File: src/rtl/secirq_pkg.sv
package secirq_pkg;

  localparam int WORD_W = 32;
  localparam int EXP_BASE = 16;

  // Status bit position of protection-controller source k.
  function automatic int ppc_pos(int k, int na);
    if (k < 2)
      return k;
    else if (k < 2 + na)
      return 4 + (k - 2);
    else
      return 20 + (k - 2 - na);
  endfunction

  // Mask of every protection-controller status position.
  function automatic logic [WORD_W-1:0] ppc_mask(int na, int nb);
    logic [WORD_W-1:0] m;
    m = '0;
    for (int k = 0; k < 2 + na + nb; k++) m[ppc_pos(k, na)] = 1'b1;
    return m;
  endfunction

endpackage

File: src/rtl/secirq_ppc_bank.sv
module secirq_ppc_bank
  import secirq_pkg::*;
#(
  parameter int NA = 4,
  parameter int NB = 4
) (
  input  logic                  clk,
  input  logic                  rst,
  input  logic [2+NA+NB-1:0]    lvl,
  input  logic [WORD_W-1:0]     wdata,
  input  logic                  wr_en,
  input  logic                  wr_clr,
  output logic [WORD_W-1:0]     stat_word,
  output logic [WORD_W-1:0]     en_word,
  output logic [2+NA+NB-1:0]    en_o,
  output logic [2+NA+NB-1:0]    clr_o
);

  localparam int NPPC = 2 + NA + NB;
  localparam logic [WORD_W-1:0] MASK = ppc_mask(NA, NB);

  logic [WORD_W-1:0] en_q;
  logic [NPPC-1:0]   stat_bits;

  always_ff @(posedge clk) begin
    if (rst)        en_q <= '0;
    else if (wr_en) en_q <= wdata & MASK;
  end

  assign en_word = en_q;

  generate
    for (genvar k = 0; k < NPPC; k++) begin : g_src
      localparam int P = ppc_pos(k, NA);
      logic prev_r;
      logic stat_r;
      logic clr_r;

      always_ff @(posedge clk) begin
        if (rst) begin
          prev_r <= 1'b0;
          stat_r <= 1'b0;
          clr_r  <= 1'b0;
        end else begin
          prev_r <= lvl[k];
          clr_r  <= wr_clr & wdata[P];
          if (lvl[k] != prev_r)
            stat_r <= lvl[k];
          else if (wr_clr && wdata[P])
            stat_r <= 1'b0;
        end
      end

      assign stat_bits[k] = stat_r;
      assign clr_o[k]     = clr_r;
      assign en_o[k]      = en_q[P];

      // a clear pulse only follows a clear strobe with this source's bit
      a_r4_pulse_after_strobe: assert property (@(posedge clk) disable iff (rst)
        clr_o[k] |-> $past(wr_clr && wdata[P]));

      // a clear with an unchanged level leaves the status low
      a_r3_clear_takes: assert property (@(posedge clk) disable iff (rst)
        (wr_clr && wdata[P] && (lvl[k] == prev_r)) |=> !stat_r);
    end
  endgenerate

  always_comb begin
    stat_word = '0;
    for (int k = 0; k < NPPC; k++) stat_word[ppc_pos(k, NA)] = stat_bits[k];
  end

endmodule

File: src/rtl/secirq_mirror.sv
module secirq_mirror
  import secirq_pkg::*;
#(
  parameter int NI = 1,
  parameter int NE = 4
) (
  input  logic              clk,
  input  logic              rst,
  input  logic [NI-1:0]     lin,
  input  logic [NE-1:0]     lexp,
  output logic [WORD_W-1:0] word
);

  logic [WORD_W-1:0] word_nx;
  logic [WORD_W-1:0] word_q;

  always_comb begin
    word_nx = '0;
    word_nx[0 +: NI]        = lin;
    word_nx[EXP_BASE +: NE] = lexp;
  end

  always_ff @(posedge clk) begin
    if (rst) word_q <= '0;
    else     word_q <= word_nx;
  end

  assign word = word_q;

  // packed bits trail the inputs by one edge
  a_r6_mirror_lag: assert property (@(posedge clk) disable iff (rst)
    1'b1 |=> (word[0 +: NI] == $past(lin)) && (word[EXP_BASE +: NE] == $past(lexp)));

endmodule

File: src/rtl/secirq_msc.sv
module secirq_msc
  import secirq_pkg::*;
#(
  parameter int N = 4
) (
  input  logic              clk,
  input  logic              rst,
  input  logic [N-1:0]      lvl,
  input  logic [WORD_W-1:0] wdata,
  input  logic              wr_en,
  input  logic              wr_clr,
  input  logic              wr_ns,
  output logic [WORD_W-1:0] stat_word,
  output logic [WORD_W-1:0] en_word,
  output logic [WORD_W-1:0] ns_word,
  output logic [N-1:0]      clr_o,
  output logic [N-1:0]      ns_o,
  output logic              irq
);

  logic [WORD_W-1:0] stat_q, stat_nx;
  logic [WORD_W-1:0] en_q, en_nx;
  logic [WORD_W-1:0] ns_q;
  logic [N-1:0]      clr_q;
  logic              irq_q;

  always_comb begin
    stat_nx = '0;
    stat_nx[EXP_BASE +: N] = lvl;
    en_nx = wr_en ? wdata : en_q;
  end

  always_ff @(posedge clk) begin
    if (rst) begin
      stat_q <= '0;
      en_q   <= '0;
      ns_q   <= '0;
      clr_q  <= '0;
      irq_q  <= 1'b0;
    end else begin
      stat_q <= stat_nx;
      en_q   <= en_nx;
      irq_q  <= |(stat_nx & en_nx);
      clr_q  <= wr_clr ? wdata[EXP_BASE +: N] : '0;
      if (wr_ns) ns_q <= wdata;
    end
  end

  assign stat_word = stat_q;
  assign en_word   = en_q;
  assign ns_word   = ns_q;
  assign clr_o     = clr_q;
  assign ns_o      = ns_q[EXP_BASE +: N];
  assign irq       = irq_q;

  // combined interrupt agrees with the stored words
  a_r9_irq_match: assert property (@(posedge clk) disable iff (rst)
    irq == |(stat_word & en_word));

  // clear pulses only after a clear strobe
  a_r10_clr_needs_strobe: assert property (@(posedge clk) disable iff (rst)
    (|clr_o) |-> $past(wr_clr));

  // non-secure select lines take the written bits
  a_r11_ns_lands: assert property (@(posedge clk) disable iff (rst)
    wr_ns |=> ns_o == $past(wdata[EXP_BASE +: N]));

endmodule

File: src/rtl/secirq_agg.sv
module secirq_agg
  import secirq_pkg::*;
#(
  parameter int N_APB_EXP = 4,
  parameter int N_AHB_EXP = 4,
  parameter int N_MPC     = 1,
  parameter int N_MPC_EXP = 4,
  parameter int N_MSC_EXP = 4
) (
  input  logic                               clk,
  input  logic                               rst,
  input  logic [2+N_APB_EXP+N_AHB_EXP-1:0]   ppc_lvl,
  input  logic [N_MPC-1:0]                   mpc_lvl,
  input  logic [N_MPC_EXP-1:0]               mpc_exp_lvl,
  input  logic [N_MSC_EXP-1:0]               msc_lvl,
  input  logic [31:0]                        reg_wdata,
  input  logic                               wr_ppc_en,
  input  logic                               wr_ppc_clr,
  input  logic                               wr_msc_en,
  input  logic                               wr_msc_clr,
  input  logic                               wr_msc_ns,
  output logic [31:0]                        ppc_stat_word,
  output logic [31:0]                        ppc_en_word,
  output logic [31:0]                        mpc_stat_word,
  output logic [31:0]                        msc_stat_word,
  output logic [31:0]                        msc_en_word,
  output logic [31:0]                        msc_ns_word,
  output logic [2+N_APB_EXP+N_AHB_EXP-1:0]   ppc_en_o,
  output logic [2+N_APB_EXP+N_AHB_EXP-1:0]   ppc_clr_o,
  output logic [N_MSC_EXP-1:0]               msc_clr_o,
  output logic [N_MSC_EXP-1:0]               msc_ns_o,
  output logic                               msc_irq
);

  secirq_ppc_bank #(.NA(N_APB_EXP), .NB(N_AHB_EXP)) u_ppc (
    .clk(clk), .rst(rst), .lvl(ppc_lvl), .wdata(reg_wdata),
    .wr_en(wr_ppc_en), .wr_clr(wr_ppc_clr),
    .stat_word(ppc_stat_word), .en_word(ppc_en_word),
    .en_o(ppc_en_o), .clr_o(ppc_clr_o)
  );

  secirq_mirror #(.NI(N_MPC), .NE(N_MPC_EXP)) u_mpc (
    .clk(clk), .rst(rst), .lin(mpc_lvl), .lexp(mpc_exp_lvl),
    .word(mpc_stat_word)
  );

  secirq_msc #(.N(N_MSC_EXP)) u_msc (
    .clk(clk), .rst(rst), .lvl(msc_lvl), .wdata(reg_wdata),
    .wr_en(wr_msc_en), .wr_clr(wr_msc_clr), .wr_ns(wr_msc_ns),
    .stat_word(msc_stat_word), .en_word(msc_en_word), .ns_word(msc_ns_word),
    .clr_o(msc_clr_o), .ns_o(msc_ns_o), .irq(msc_irq)
  );

  // outputs are quiet right after a reset edge
  a_r1_reset_quiet: assert property (@(posedge clk)
    $past(rst) |-> (ppc_stat_word == '0) && (ppc_clr_o == '0) && !msc_irq);

endmodule

File: config.mk
export PLATFORM = sky130hd
export DESIGN_NAME = secirq_agg
export DESIGN_NICKNAME = d
export VERILOG_FILES = /design/src/rtl/secirq_pkg.sv /design/src/rtl/secirq_ppc_bank.sv /design/src/rtl/secirq_mirror.sv /design/src/rtl/secirq_msc.sv /design/src/rtl/secirq_agg.sv
export SDC_FILE = /design/constraint.sdc
export NUM_CORES = 1
export LEC_CHECK = 0
export ABC_AREA = 1
export BUFFER_PORTS_ARGS = -buffer_cell sky130_fd_sc_hd__buf_2
export CELL_PAD_IN_SITES_DETAIL_PLACEMENT = 1
export CELL_PAD_IN_SITES_GLOBAL_PLACEMENT = 1
export CORE_MARGIN = 2
export CORE_UTILIZATION = 31
export CTS_CLUSTER_SIZE = 10
export DETAILED_ROUTE_END_ITERATION = 10
export HOLD_SLACK_MARGIN = 0.05
export PLACE_DENSITY = 0.78
export RECOVER_POWER = 25
export SLEW_MARGIN = 20
export SYNTH_ARGS = -nofsm -noshare
export SYNTH_HDL_FRONTEND = slang
export SYNTH_HIERARCHICAL = 1
export SYNTH_SLANG_ARGS = --single-unit
File: constraint.sdc
create_clock -name clk -period 1.48 [get_ports clk]
set_clock_uncertainty 0.2 [all_clocks]
set_input_delay 0.148 -clock clk [delete_from_list [all_inputs] [get_ports clk]]
set_output_delay 0.148 -clock clk [all_outputs]
set_load 0.01 [all_outputs]
==> results of run 1 <==
[per-layer routing]
layer  wire (µm)  vias up
li1            -     2290
met1        7049     2271
met2        8589      155
met3         857       13
met4         201        0
met5           0        -
[sequential cells by signal (all words and copies together) (netlist names)]
signal and count:
u_msc/en_word 32, u_msc/ns_word 32, u_ppc/en_word 10, u_ppc/g_src.clr_r 10
u_ppc/g_src.prev_r 10, u_ppc/g_src.stat_r 10, u_mpc/word 5, u_msc/clr_o 4
u_msc/stat_word 4, u_msc/irq 1
[power groups by stage]
stage / combinational (mW) / sequential (mW) / clock [mW]
after floorplan: 0.829 / 3.62 / 0
after global placement: 1.06 / 3.56 / 0
after detailed placement: 1.09 / 3.56 / 0
after CTS: 1.31 / 3.50 / 4.40
after global routing: 1.46 / 3.52 / 4.56
final: 1.32 / 3.50 / 4.29
[cell usage after synthesis (all sizes together)]
master	number	area share [%]
a21oi	14	1.3
buf	157	22
clkbuf	1	0.096
clkinv	1	0.072
conb	3	0.22
dfxtp	118	45
ha	10	2.4
inv	51	3.7
nand2	35	2.5
nand3	14	1.3
nor2	181	14
o21ai	70	6.7
[timing repair]
action                     CTS  global route
gates resized for setup      0            14
setup endpoints to repair    0            21
hold buffers               106             0
hold endpoints to repair   118             0
[final cells by class]
cell class | count | area share, %
clock buffer | 24 | 6.713
clock inverter | 8 | 1.640
inverter | 52 | 2.750
multi-input combinational | 423 | 25.44
sequential | 118 | 32.25
tap | 220 | 3.758
timing repair buffer | 293 | 27.45
[metrics by stage]
step                hold slack, ns  setup slack (ns)  instances
detailed placement          0.1626            0.2359       1000
global placement            0.1478            0.3289       1000
finish                     0.05400          0.008675       1138
global route               0.06295         -0.001425       1138
floorplan                  0.01918            0.3950        751
CTS                        0.01727           0.02351       1138
[path summary, 6_finish.rpt]
check,depth (start not counted),start,endpoint,slack [ns]
setup / recovery,5,reg_wdata[23],u_ppc/g_src[9].clr_r,0.009
hold / removal,4,wr_ppc_clr,u_ppc/g_src[7].stat_r,0.05
setup reg to reg,3,u_msc/ns_word[1],u_msc/ns_word[1],0.12
hold reg to reg,2,u_msc/ns_word[25],u_msc/ns_word[25],0.29
[cells by family after synthesis]
kind of cell               Yosys count  synth area share, %
AOI/OAI and AO/OA                   84                8.069
adders and majority gates           10                2.402
buffers and inverters              210                26.10
DFF                                118                45.34
other                                3               0.2161
and+or+nand+nor                    230                17.87
[critical path, stage by stage]
cell and delay [ns]:
dlygate4sd3_1 0.54, clkbuf_4 0.19, nand2_2 0.09, nor2_1 0.04
dlygate4sd3_1 0.55
==> metrics.md, run 1 <==
| Metric | Value |
|---|---|
| Vias in the first global route | just under 5000 |
| Netlist cell types | 18 |
| Final Power | about 9 mW |
| Antenna violations before repair | 0 |
| GR Layer Usage met2 | approximately a third |
| Flops & latches, synth | 118 |
| Port bufs | between 150 and 200 |
| Core ar. | 16520 µm² |
| Die Y | 133.6 µm |
| Antenna diode count | 0 |
| # setup viols final | 0 |
| Worst Path Arrival | between 1.5 and 2 ns |
| Total number of vias | around 4700 |
| Commonest non-fill, non-tap cell in the layout | nor2_1 |
| Min cycle time layout | ~1.5 ns |
| Clock Tree Root | clkbuf_16 |
| Area grow syn2layout | 40.59% |
| Final max-slew violation count | 0 |
| Area of the multi-input gates | approximately 1900 µm² |
| Worst Setup End Kind | flop |
| Gr usage total | 18.70% |
| Crit path launch type | primary input |
| Fmax | approximately 700 MHz |
| Drt drc | 0 |
| Seq/Total Area, Yosys | a little under half |
| Final net count | roughly 1000 |
| Leak | about 3.8 nW |
| Largest net degree at the start of global routing | 62 |
| Site Rows | between 40 and 50 |
| Slew headroom | between 60% and 70% |
| Crit-path max FO | 4 |
| Maxcap violations | 0 |
| Clock share of power | between 40% and 50% |
| Clock Sinks | 118 |
| Status | completed |
| Sequential fraction of design power | approximately two fifths |
| Initial Utilization | a little under a third |
| Min-delay worst type | in2reg |
| Clock latency on the worst-skew pair | slightly above 0.4 ns |
| Yosys warning total | 6 |
| Total clock buffers created by CTS | 17 |
| Routed Wire Length | 16700 µm |
| Seq. cell area | roughly 2400 µm² |
| Final worst-path cycle share | between 90% and 100% |
| TritonRoute pass-1 iters | 4 |
| Busiest grt layer | met2 |
| Mapped Cells | around 660 |
| Worst setup path class | in2reg |
| Post-Syn Area per Cell | about 8.0 µm² |
| First-iteration detailed-routing DRC count | approximately 110 |
| Logic gate share of total power | 14.5% |
| Met1 usage in global routing | a little over a fifth |
| I/O pin count | roughly 280 |
| Fin. Hold Viols | 0 |
| Post-Route Setup TNS | 0 ns |
| CP Data Required Time | 1.58 ns |
| Pwr Density | roughly 1200 nW/µm² |
| Die extent in x | ~130 µm |
| Share of cells above drive strength 1 | a little under a quarter |
| Gpl congestion | ~0.71 |
| Worst-case vdd ir drop | approximately 0.75 mV |
| Clock tree buffer depth | 2 |
| # fillers | ~2100 |
| Full die area | between 15000 and 20000 µm² |
| DP Area | 5664 µm² |
| Congestion Overflow GR | 0 |
| Mapped Area | 5210 µm² |
| Sw frac | between 20% and 30% |
| Drt wl/cell | about 15 µm |
| Post-CTS Repair Setup Buffers | 0 |
| Routed Antenna Nets | 0 |
| Worst-path clk slew | approximately 0.05 ns |
| Final Util | approximately 44% |
| CTS tree | done |
| Commonest non-fill, non-tap cells in the layout | nor2_1 (161), buf_2 (144), dfxtp_1 (118) |
| Via/cell ratio | 4.156 |
| Post-route cell area | between 7000 and 8000 µm² |
| Switching Power | 2.357 mW |
| Dpl hpwl | approximately 10000 µm |
| First-pass GRT wire length | roughly 26000 µm |
| Internal Power | approximately 6.8 mW |
| Max H-tree Level | 4 |
| Tightest Pin Transition | between 0.5 and 0.6 ns |
| Met3 GRT Util | under 10% |
Power figures use the tool's default switching activity.
==> run 2: changes to the inputs <==
--- a/config.mk
+++ b/config.mk
@@ -5,16 +5,15 @@
 export SDC_FILE = /design/constraint.sdc
 export NUM_CORES = 1
 export LEC_CHECK = 0
-export ABC_AREA = 1
 export BUFFER_PORTS_ARGS = -buffer_cell sky130_fd_sc_hd__buf_2
 export CELL_PAD_IN_SITES_DETAIL_PLACEMENT = 1
 export CELL_PAD_IN_SITES_GLOBAL_PLACEMENT = 1
 export CORE_MARGIN = 2
-export CORE_UTILIZATION = 31
+export CORE_UTILIZATION = 33
 export CTS_CLUSTER_SIZE = 10
 export DETAILED_ROUTE_END_ITERATION = 10
 export HOLD_SLACK_MARGIN = 0.05
-export PLACE_DENSITY = 0.78
+export PLACE_DENSITY = 0.79
 export RECOVER_POWER = 25
 export SLEW_MARGIN = 20
 export SYNTH_ARGS = -nofsm -noshare
==> metrics.md, run 2 <==
| Metric | Value |
|---|---|
| Status | completed (unchanged) |
| Largest area contributor in the netlist | dfxtp_1 (unchanged) |
| # setup viols final | 0 (unchanged) |
| Core ar. | 15770 µm² (was 16520 µm²) |
| Die Y | 130.4 µm (was 133.6 µm) |
| Asr flop ratio synth | 0% (unchanged) |
| Gpl congestion | 0.7444 (was 0.7105) |
| Routed Antenna Nets | 0 (unchanged) |
| Worst-case vdd ir drop | 0.6972 mV (was 0.7466 mV) |
| Worst Path Arrival | 1.55 ns (was 1.57 ns) |
| Switching Power | 2.121 mW (was 2.357 mW) |
| Initial Utilization | 33.42% (was 31.53%) |
| Clock share of power | 49.2% (was 47.1%) |
| Share of cells above drive strength 1 | 24.90% (was 23.53%) |
| Worst-path clk slew | 0.05 ns (about the same) |
| Fmax | 683.0 MHz (was 679.7 MHz) |
| Logic gate share of total power | 12.6% (was 14.5%) |
| Max H-tree Level | 4 (unchanged) |
| Yosys warning total | 6 (unchanged) |
| Pwr Density | 1290 nW/µm² (was 1245 nW/µm²) |
| Final max-slew violation count | 0 (unchanged) |
| Final worst-path cycle share | 98.93% (was 99.41%) |
| TritonRoute pass-1 iters | 4 (unchanged) |
| Clock Sinks | 118 (unchanged) |
| Setup ws final | 0.01583 ns (was 0.008675 ns) |
| I/O pin count | 279 (unchanged) |
| EDFF count, synth | 0 (unchanged) |
| Die extent in x | 130.4 µm (was 133.6 µm) |
| Clock latency on the worst-skew pair | 0.40 ns (was 0.41 ns) |
| Sw frac | 23.40% (was 25.86%) |
| Worst Setup End Kind | flop (unchanged) |
| Top-area cell type share of the netlist area | 44.82% (was 45.34%) |
| Total number of vias | 3888 (was 4729) |
| Synth area leaders | dfxtp_1 (45%), buf_4 (20%), mux2i_1 (16%) (was dfxtp_1 (45%), buf_4 (20%), nor2_1 (12%)) |
| Mapped Cells | 526 (was 655) |
| Post-Syn Area per Cell | 10.02 µm² (was 7.954 µm²) |
| Commonest non-fill, non-tap cells in the layout | buf_2 (148), dfxtp_1 (118), conb_1 (99) (was nor2_1 (161), buf_2 (144), dfxtp_1 (118)) |
| Site Rows | 46 (was 47) |
| Largest net degree at the start of global routing | 56 (was 62) |
| Dpl hpwl | 9051 µm (was 10430 µm) |
| Mapped Area | 5270 µm² (was 5210 µm²) |
| Post-CTS Repair Setup Buffers | 0 (unchanged) |
| Min cycle time layout | 1.464 ns (was 1.471 ns) |
| Via/cell ratio | 4.004 (was 4.156) |
| Post-synth top flop | dfxtp_1 (unchanged) |
| Drt drc | 0 (unchanged) |
| Port bufs | 179 (unchanged) |
| Internal Power | 6.940 mW (was 6.758 mW) |
| RSZ-0062 raised after global routing | false |
| Full die area | 17000 µm² (was 17860 µm²) |
| Final Power | 9.060 mW (was 9.115 mW) |
| Clock Tree Root | clkbuf_16 (unchanged) |
| Antenna diode count | 0 (unchanged) |
| Leak | 3.645 nW (was 3.754 nW) |
| First-iteration detailed-routing DRC count | 105 (was 112) |
| Crit-path max FO | 3 (was 4) |
| Maxcap violations | 0 (unchanged) |
| Clock tree buffer depth | 2 (unchanged) |
| Seq/Total Area, Yosys | 44.82% (was 45.34%) |
| Routed Wire Length | 13810 µm (was 16700 µm) |
| Area grow syn2layout | 33.31% (was 40.59%) |
| Place WS | 0.1101 ns (was 0.2359 ns) |
| Netlist cell types | 18 (unchanged) |
| Final net count | 811 (was 973) |
| Congestion Overflow GR | 0 (unchanged) |
| Total clock buffers created by CTS | 17 (unchanged) |
| Post-Route Setup TNS | 0 ns (unchanged) |
| Gr usage total | 15.80% (was 18.70%) |
| Synth cell count leaders | buf_4 (138), dfxtp_1 (118), mux2i_1 (84) (was nor2_1 (161), buf_4 (136), dfxtp_1 (118)) |
| First-pass GRT wire length | 20280 µm (was 25700 µm) |
| Commonest non-fill, non-tap cell in the layout | buf_2 (was nor2_1) |
| Vias in the first global route | 3851 (was 4892) |
| Antenna violations before repair | 0 (unchanged) |
| Crit path launch type | primary input (unchanged) |
| Drt wl/cell | 14.22 µm (was 14.67 µm) |
| Min-delay worst type | in2reg (unchanged) |
| Fin. Hold Viols | 0 (unchanged) |
| Top-count cell post-synth | buf_4 (was nor2_1) |
| CP Data Required Time | 1.57 ns (was 1.58 ns) |
| Flops & latches, synth | 118 (unchanged) |
| CTS tree | done (unchanged) |
| Worst setup path class | in2reg (unchanged) |
| Sequential fraction of design power | 38.1% (was 38.4%) |
[run 2: power by group through the flow]
stage	clock network (mW)	logic, mW	registers, mW
6_report	4.46	1.15	3.45
5_1_grt	4.75	1.27	3.47
4_1_cts	4.60	1.15	3.45
3_5_place_dp	0	1.00	3.51
3_3_place_gp	0	0.976	3.51
2_1_floorplan	0	0.803	3.58
[run 2: logic make-up (layout without fill, tap and decap cells)]
| kind of cell | after synthesis | count (layout) | synth area share, % |
|---|---|---|---|
| buf+inv | 169 | 302 | 23.12 |
| other cells | 3 | 99 | 0.2137 |
| simple gates | 129 | 129 | 11.66 |
| fa+ha+maj | 10 | 10 | 2.374 |
| compound gates | 13 | 13 | 1.852 |
| mux | 84 | 84 | 15.95 |
| flops | 118 | 118 | 44.82 |
[run 2: critical path, stage by stage]
cell           delay (ns)
dlygate4sd3_1        0.57
clkbuf_1             0.15
and2_1               0.14
dlygate4sd3_1        0.54
[run 2: layout make-up]
type / count / area [µm²]
Clock inverter: 9 / 173.9
Timing Repair Buffer: 257 / 1649
Multi-Input combinational cell: 335 / 2053
Sequential cell: 118 / 2362
Inverter: 14 / 52.55
Clock buffer: 22 / 464.2
Tap cell: 216 / 270.3
Fill cell: 1902 / 8745
[run 2: final timing paths]
kind / cells past startpoint / from / slack [ns] / endpoint
setup / recovery: 4 / reg_wdata[16] / 0.02 / u_msc/clr_o[0]
setup reg to reg: 3 / u_msc/en_word[29] / 0.14 / u_msc/en_word[29]
hold / removal: 4 / reg_wdata[27] / 0.02 / u_msc/en_word[27]
hold reg to reg: 2 / u_ppc/g_src[1].stat_r / 0.27 / u_ppc/g_src[1].stat_r
[run 2: per-layer routing]
layer	global-route usage, %	vias to the layer above	part of all wire [%]
li1	-	1881	-
met1	17.53	1830	39
met2	28.55	163	52
met3	4.764	14	7.2
met4	5.945	0	1.5
met5	0	-	0
[run 2: through the flow]
| stage | instance area (µm²) | cells | utilization [%] | hold slack (ns) |
|---|---|---|---|---|
| CTS | 7084 | 974 | 44.92 | 0.05194 |
| global route | 7025 | 971 | 44.55 | 0.07343 |
| floorplan | 5630 | 622 | - | 0.01961 |
| global placement | 5725 | 871 | 36.31 | 0.1564 |
| finish | 7025 | 971 | 44.55 | 0.01966 |
| detailed placement | 5725 | 871 | 36.31 | 0.1633 |
[run 2: timing repair]
item	CTS	global route
resized for setup	0	4
endpoints found under the hold margin	118	0
hold buffers	72	0
endpoints found under the setup margin	0	6
==> run 3: changes to the inputs <==
--- a/config.mk
+++ b/config.mk
@@ -9,14 +9,13 @@
 export CELL_PAD_IN_SITES_DETAIL_PLACEMENT = 1
 export CELL_PAD_IN_SITES_GLOBAL_PLACEMENT = 1
 export CORE_MARGIN = 2
-export CORE_UTILIZATION = 33
+export CORE_UTILIZATION = 32
 export CTS_CLUSTER_SIZE = 10
 export DETAILED_ROUTE_END_ITERATION = 10
 export HOLD_SLACK_MARGIN = 0.05
-export PLACE_DENSITY = 0.79
+export PLACE_DENSITY = 0.77
 export RECOVER_POWER = 25
 export SLEW_MARGIN = 20
 export SYNTH_ARGS = -nofsm -noshare
 export SYNTH_HDL_FRONTEND = slang
-export SYNTH_HIERARCHICAL = 1
 export SYNTH_SLANG_ARGS = --single-unit
==> metrics.md, run 3 <==
| Metric | Value |
|---|---|
| Initial Utilization | 32.71% (was 33.42%) |
| Synth area leaders | dfxtp_1 (46%), buf_4 (20%), mux2i_1 (16%) (was dfxtp_1 (45%), buf_4 (20%), mux2i_1 (16%)) |
| Post-route cell area | 6867 µm² (was 7025 µm²) |
| Worst setup path class | in2reg (unchanged) |
| Top-count cell post-synth | buf_4 (unchanged) |
| FF-to-FF Start | u_ppc.g_src[4].prev_r (was u_msc/en_word[29]) |
| Simple-Gate Fraction of Synth Area | 10.13% (was 11.66%) |
| Mapped Area | 5177 µm² (was 5270 µm²) |
| Multiplexer share of the synthesized area | 16.24% (was 15.95%) |
| Total clock buffers created by CTS | 17 (unchanged) |
| Hold Path Stages | 2 (was 4) |
| Synth cell count leaders | buf_4 (136), dfxtp_1 (118), nor2_1 (88) (was buf_4 (138), dfxtp_1 (118), mux2i_1 (84)) |
| Worst Reg-to-Reg Cells | 5 (was 3) |
| Worst Path Arrival | 1.58 ns (was 1.55 ns) |
| Maxcap violations | 0 (unchanged) |
| Top-area cell type share of the netlist area | 45.63% (was 44.82%) |
| Hold Startpoint | rst (was reg_wdata[27]) |
| DP Area | 5633 µm² (was 5725 µm²) |
| Placed Cells | 859 (was 871) |
| Synth Area in Adders | 2.417% (was 2.374%) |
| Seq/Total Area, Yosys | 45.63% (was 44.82%) |
| Die Y | 131.2 µm (was 130.4 µm) |
| Worst-case vdd ir drop | 0.7051 mV (was 0.6972 mV) |
| Compound-Gate Fraction of Synth Area | 1.885% (was 1.852%) |
| Final Util | 43.38% (was 44.55%) |
| Netlist cell types | 17 (was 18) |
| Yosys warning total | 0 (was 6) |
| Min cycle time layout | 1.477 ns (was 1.464 ns) |
| Largest area contributor in the netlist | dfxtp_1 (unchanged) |
| Worst Hold Path EP | u_msc.en_word[17] (was u_msc/en_word[27]) |
| # setup viols final | 0 (unchanged) |
| Antenna violations before repair | 0 (unchanged) |
| Worst r2r dst | u_ppc.g_src[4].stat_r (was u_msc/en_word[29]) |
| Status | finished with violations (was completed) |
| CP Data Required Time | 1.58 ns (was 1.57 ns) |
| Commonest non-fill, non-tap cell in the layout | buf_2 (unchanged) |
| Mapped Cells | 514 (was 526) |
| Full die area | 17210 µm² (was 17000 µm²) |
| Antenna diode count | 0 (unchanged) |
| Clock Tree Root | clkbuf_16 (unchanged) |
| Min-delay worst type | in2reg (unchanged) |
| Post-Syn Area per Cell | 10.07 µm² (was 10.02 µm²) |
| CTS tree | done (unchanged) |
| Routed Antenna Nets | 0 (unchanged) |
| Failing checks | negative hold slack |
| Vias in the first global route | 4006 (was 3851) |
| Crit-path max FO | 6 (was 3) |
| # fillers | 1862 (was 1902) |
| Routed Wire Length | 13070 µm (was 13810 µm) |
| Largest family of logic cells by synthesized area | buffers and inverters (unchanged) |
| Via/cell ratio | 4.003 (was 4.004) |
| Post-CTS Repair Setup Buffers | 0 (unchanged) |
| Crit path launch type | primary input (unchanged) |
| Share of cells above drive strength 1 | 24.76% (was 24.90%) |
| Pwr Density | 1307 nW/µm² (was 1290 nW/µm²) |
| First-pass GRT wire length | 20760 µm (was 20280 µm) |
| Final worst-path cycle share | 99.81% (was 98.93%) |
| Gpl congestion | 0.7058 (was 0.7444) |
| Gr usage total | 15.17% (was 15.80%) |
| Clock Sinks | 118 (unchanged) |
| Total number of vias | 3807 (was 3888) |
| Worst Setup End Kind | flop (unchanged) |
| Largest net degree at the start of global routing | 38 (was 56) |
| Dpl hpwl | 8608 µm (was 9051 µm) |
| Asr flop ratio synth | 0% (unchanged) |
| Die extent in x | 131.2 µm (was 130.4 µm) |
| Final max-slew violation count | 0 (unchanged) |
| First-iteration detailed-routing DRC count | 120 (was 105) |
| R2R setup slack | 0.09 ns (was 0.14 ns) |
| Area grow syn2layout | 32.62% (was 33.31%) |
| Core ar. | 15830 µm² (was 15770 µm²) |
| Fin. Hold Viols | 11 (was 0) |
| Final Power | 8.975 mW (was 9.060 mW) |
| Commonest non-fill, non-tap cells in the layout | buf_2 (139), dfxtp_1 (118), conb_1 (99) (was buf_2 (148), dfxtp_1 (118), conb_1 (99)) |
| Site Rows | 46 (unchanged) |
| Flops & latches, synth | 118 (unchanged) |
| Port bufs | 179 (unchanged) |
| Clock tree buffer depth | 2 (unchanged) |
| Post-synth top flop | dfxtp_1 (unchanged) |
| Worst-path clk slew | 0.06 ns (was 0.05 ns) |
| Drt wl/cell | 13.74 µm (was 14.22 µm) |
| I/O pin count | 279 (unchanged) |
| Final net count | 790 (was 811) |
| Drt drc | 0 (unchanged) |
| Congestion Overflow GR | 0 (unchanged) |
| Non-filler cells, final | 951 (was 971) |
| Fmax | 677.0 MHz (was 683.0 MHz) |
| Xor/xnor share of the synthesized area | 0% (unchanged) |
| TritonRoute pass-1 iters | 4 (unchanged) |
| Hold_ws | -0.08598 ns (was 0.01966 ns) |
| Leak | 3.551 nW (was 3.645 nW) |
| EDFF count, synth | 0 (unchanged) |
| Clock latency on the worst-skew pair | 0.40 ns (about the same) |
| Max H-tree Level | 4 (unchanged) |
run 3: logic make-up after synthesis:
family                   count (synthesis)
buffers and inverters                  169
AND/OR/NAND/NOR                        119
multiplexers                            84
other                                    1
AO/OA/AOI/OAI                           13
flip-flops                             118
adder cells (fa/ha/maj)                 10
run 3: timing repair:
item                       in CTS  in global routing
resized for setup               0                 17
hold endpoints to repair      118                 12
setup endpoints to repair       0                 17
hold buffers                   63                  1
run 3: worst max-delay path, stage by stage:
cell           delay [ns]
dlygate4sd3_1        0.53
buf_2                0.23
mux2i_1              0.28
o22ai_1              0.15
o21ba_2              0.23
run 3: where the power goes:
part | switching, mW | leakage [nW] | internal [mW] | total, mW
Sequential | 0.0839 | 0.975 | 3.36 | 3.45
Clock | 1.46 | 0.302 | 2.95 | 4.41
Combinational | 0.621 | 2.27 | 0.491 | 1.11
Total | 2.17 | 3.55 | 6.81 | 8.97
run 3: how the worst max path moves through the flow:
stage                                from                    end  slack (ns)  cells after the start
floorplan           u_ppc.g_src[1].prev_r  u_ppc.g_src[1].stat_r        0.15                      5
CTS                            ppc_lvl[0]  u_ppc.g_src[0].stat_r       0.002                      6
finish                          wr_msc_en              u_msc.irq       0.003                      5
global placement    u_ppc.g_src[2].prev_r  u_ppc.g_src[2].stat_r        0.12                      5
global route                   ppc_lvl[5]  u_ppc.g_src[5].stat_r      -0.008                      6
detailed placement  u_ppc.g_src[3].prev_r  u_ppc.g_src[3].stat_r        0.06                      5
run 3: metal layers:
| layer | vias up | track usage (%) | wire (µm) |
|---|---|---|---|
| met4 | 0 | 5.737 | 225 |
| met5 | - | 0 | 0 |
| met1 | 1794 | 16.14 | 5165 |
| met2 | 165 | 27.31 | 6692 |
| met3 | 20 | 5.594 | 985 |
| li1 | 1828 | - | - |
run 3: through the flow:
stage / TNS [ns] / setup slack (ns)
6_report: 0 / 0.002884
5_1_grt: -0.007764 / -0.007764
4_1_cts: 0 / 0.001646
3_5_place_dp: 0 / 0.06380
3_3_place_gp: 0 / 0.1174
2_1_floorplan: 0 / 0.1464
run 3: cell type report:
cell class              instances  area [µm²]  area share, %
clock inverters                11       172.7          2.515
well taps                     216       270.3          3.936
clock buffers                  21       470.5          6.851
multi-input cells             325        1974          28.75
repair buffers                246        1564          22.78
flip-flops and latches        118        2362          34.40
inverters                      14       52.55         0.7653
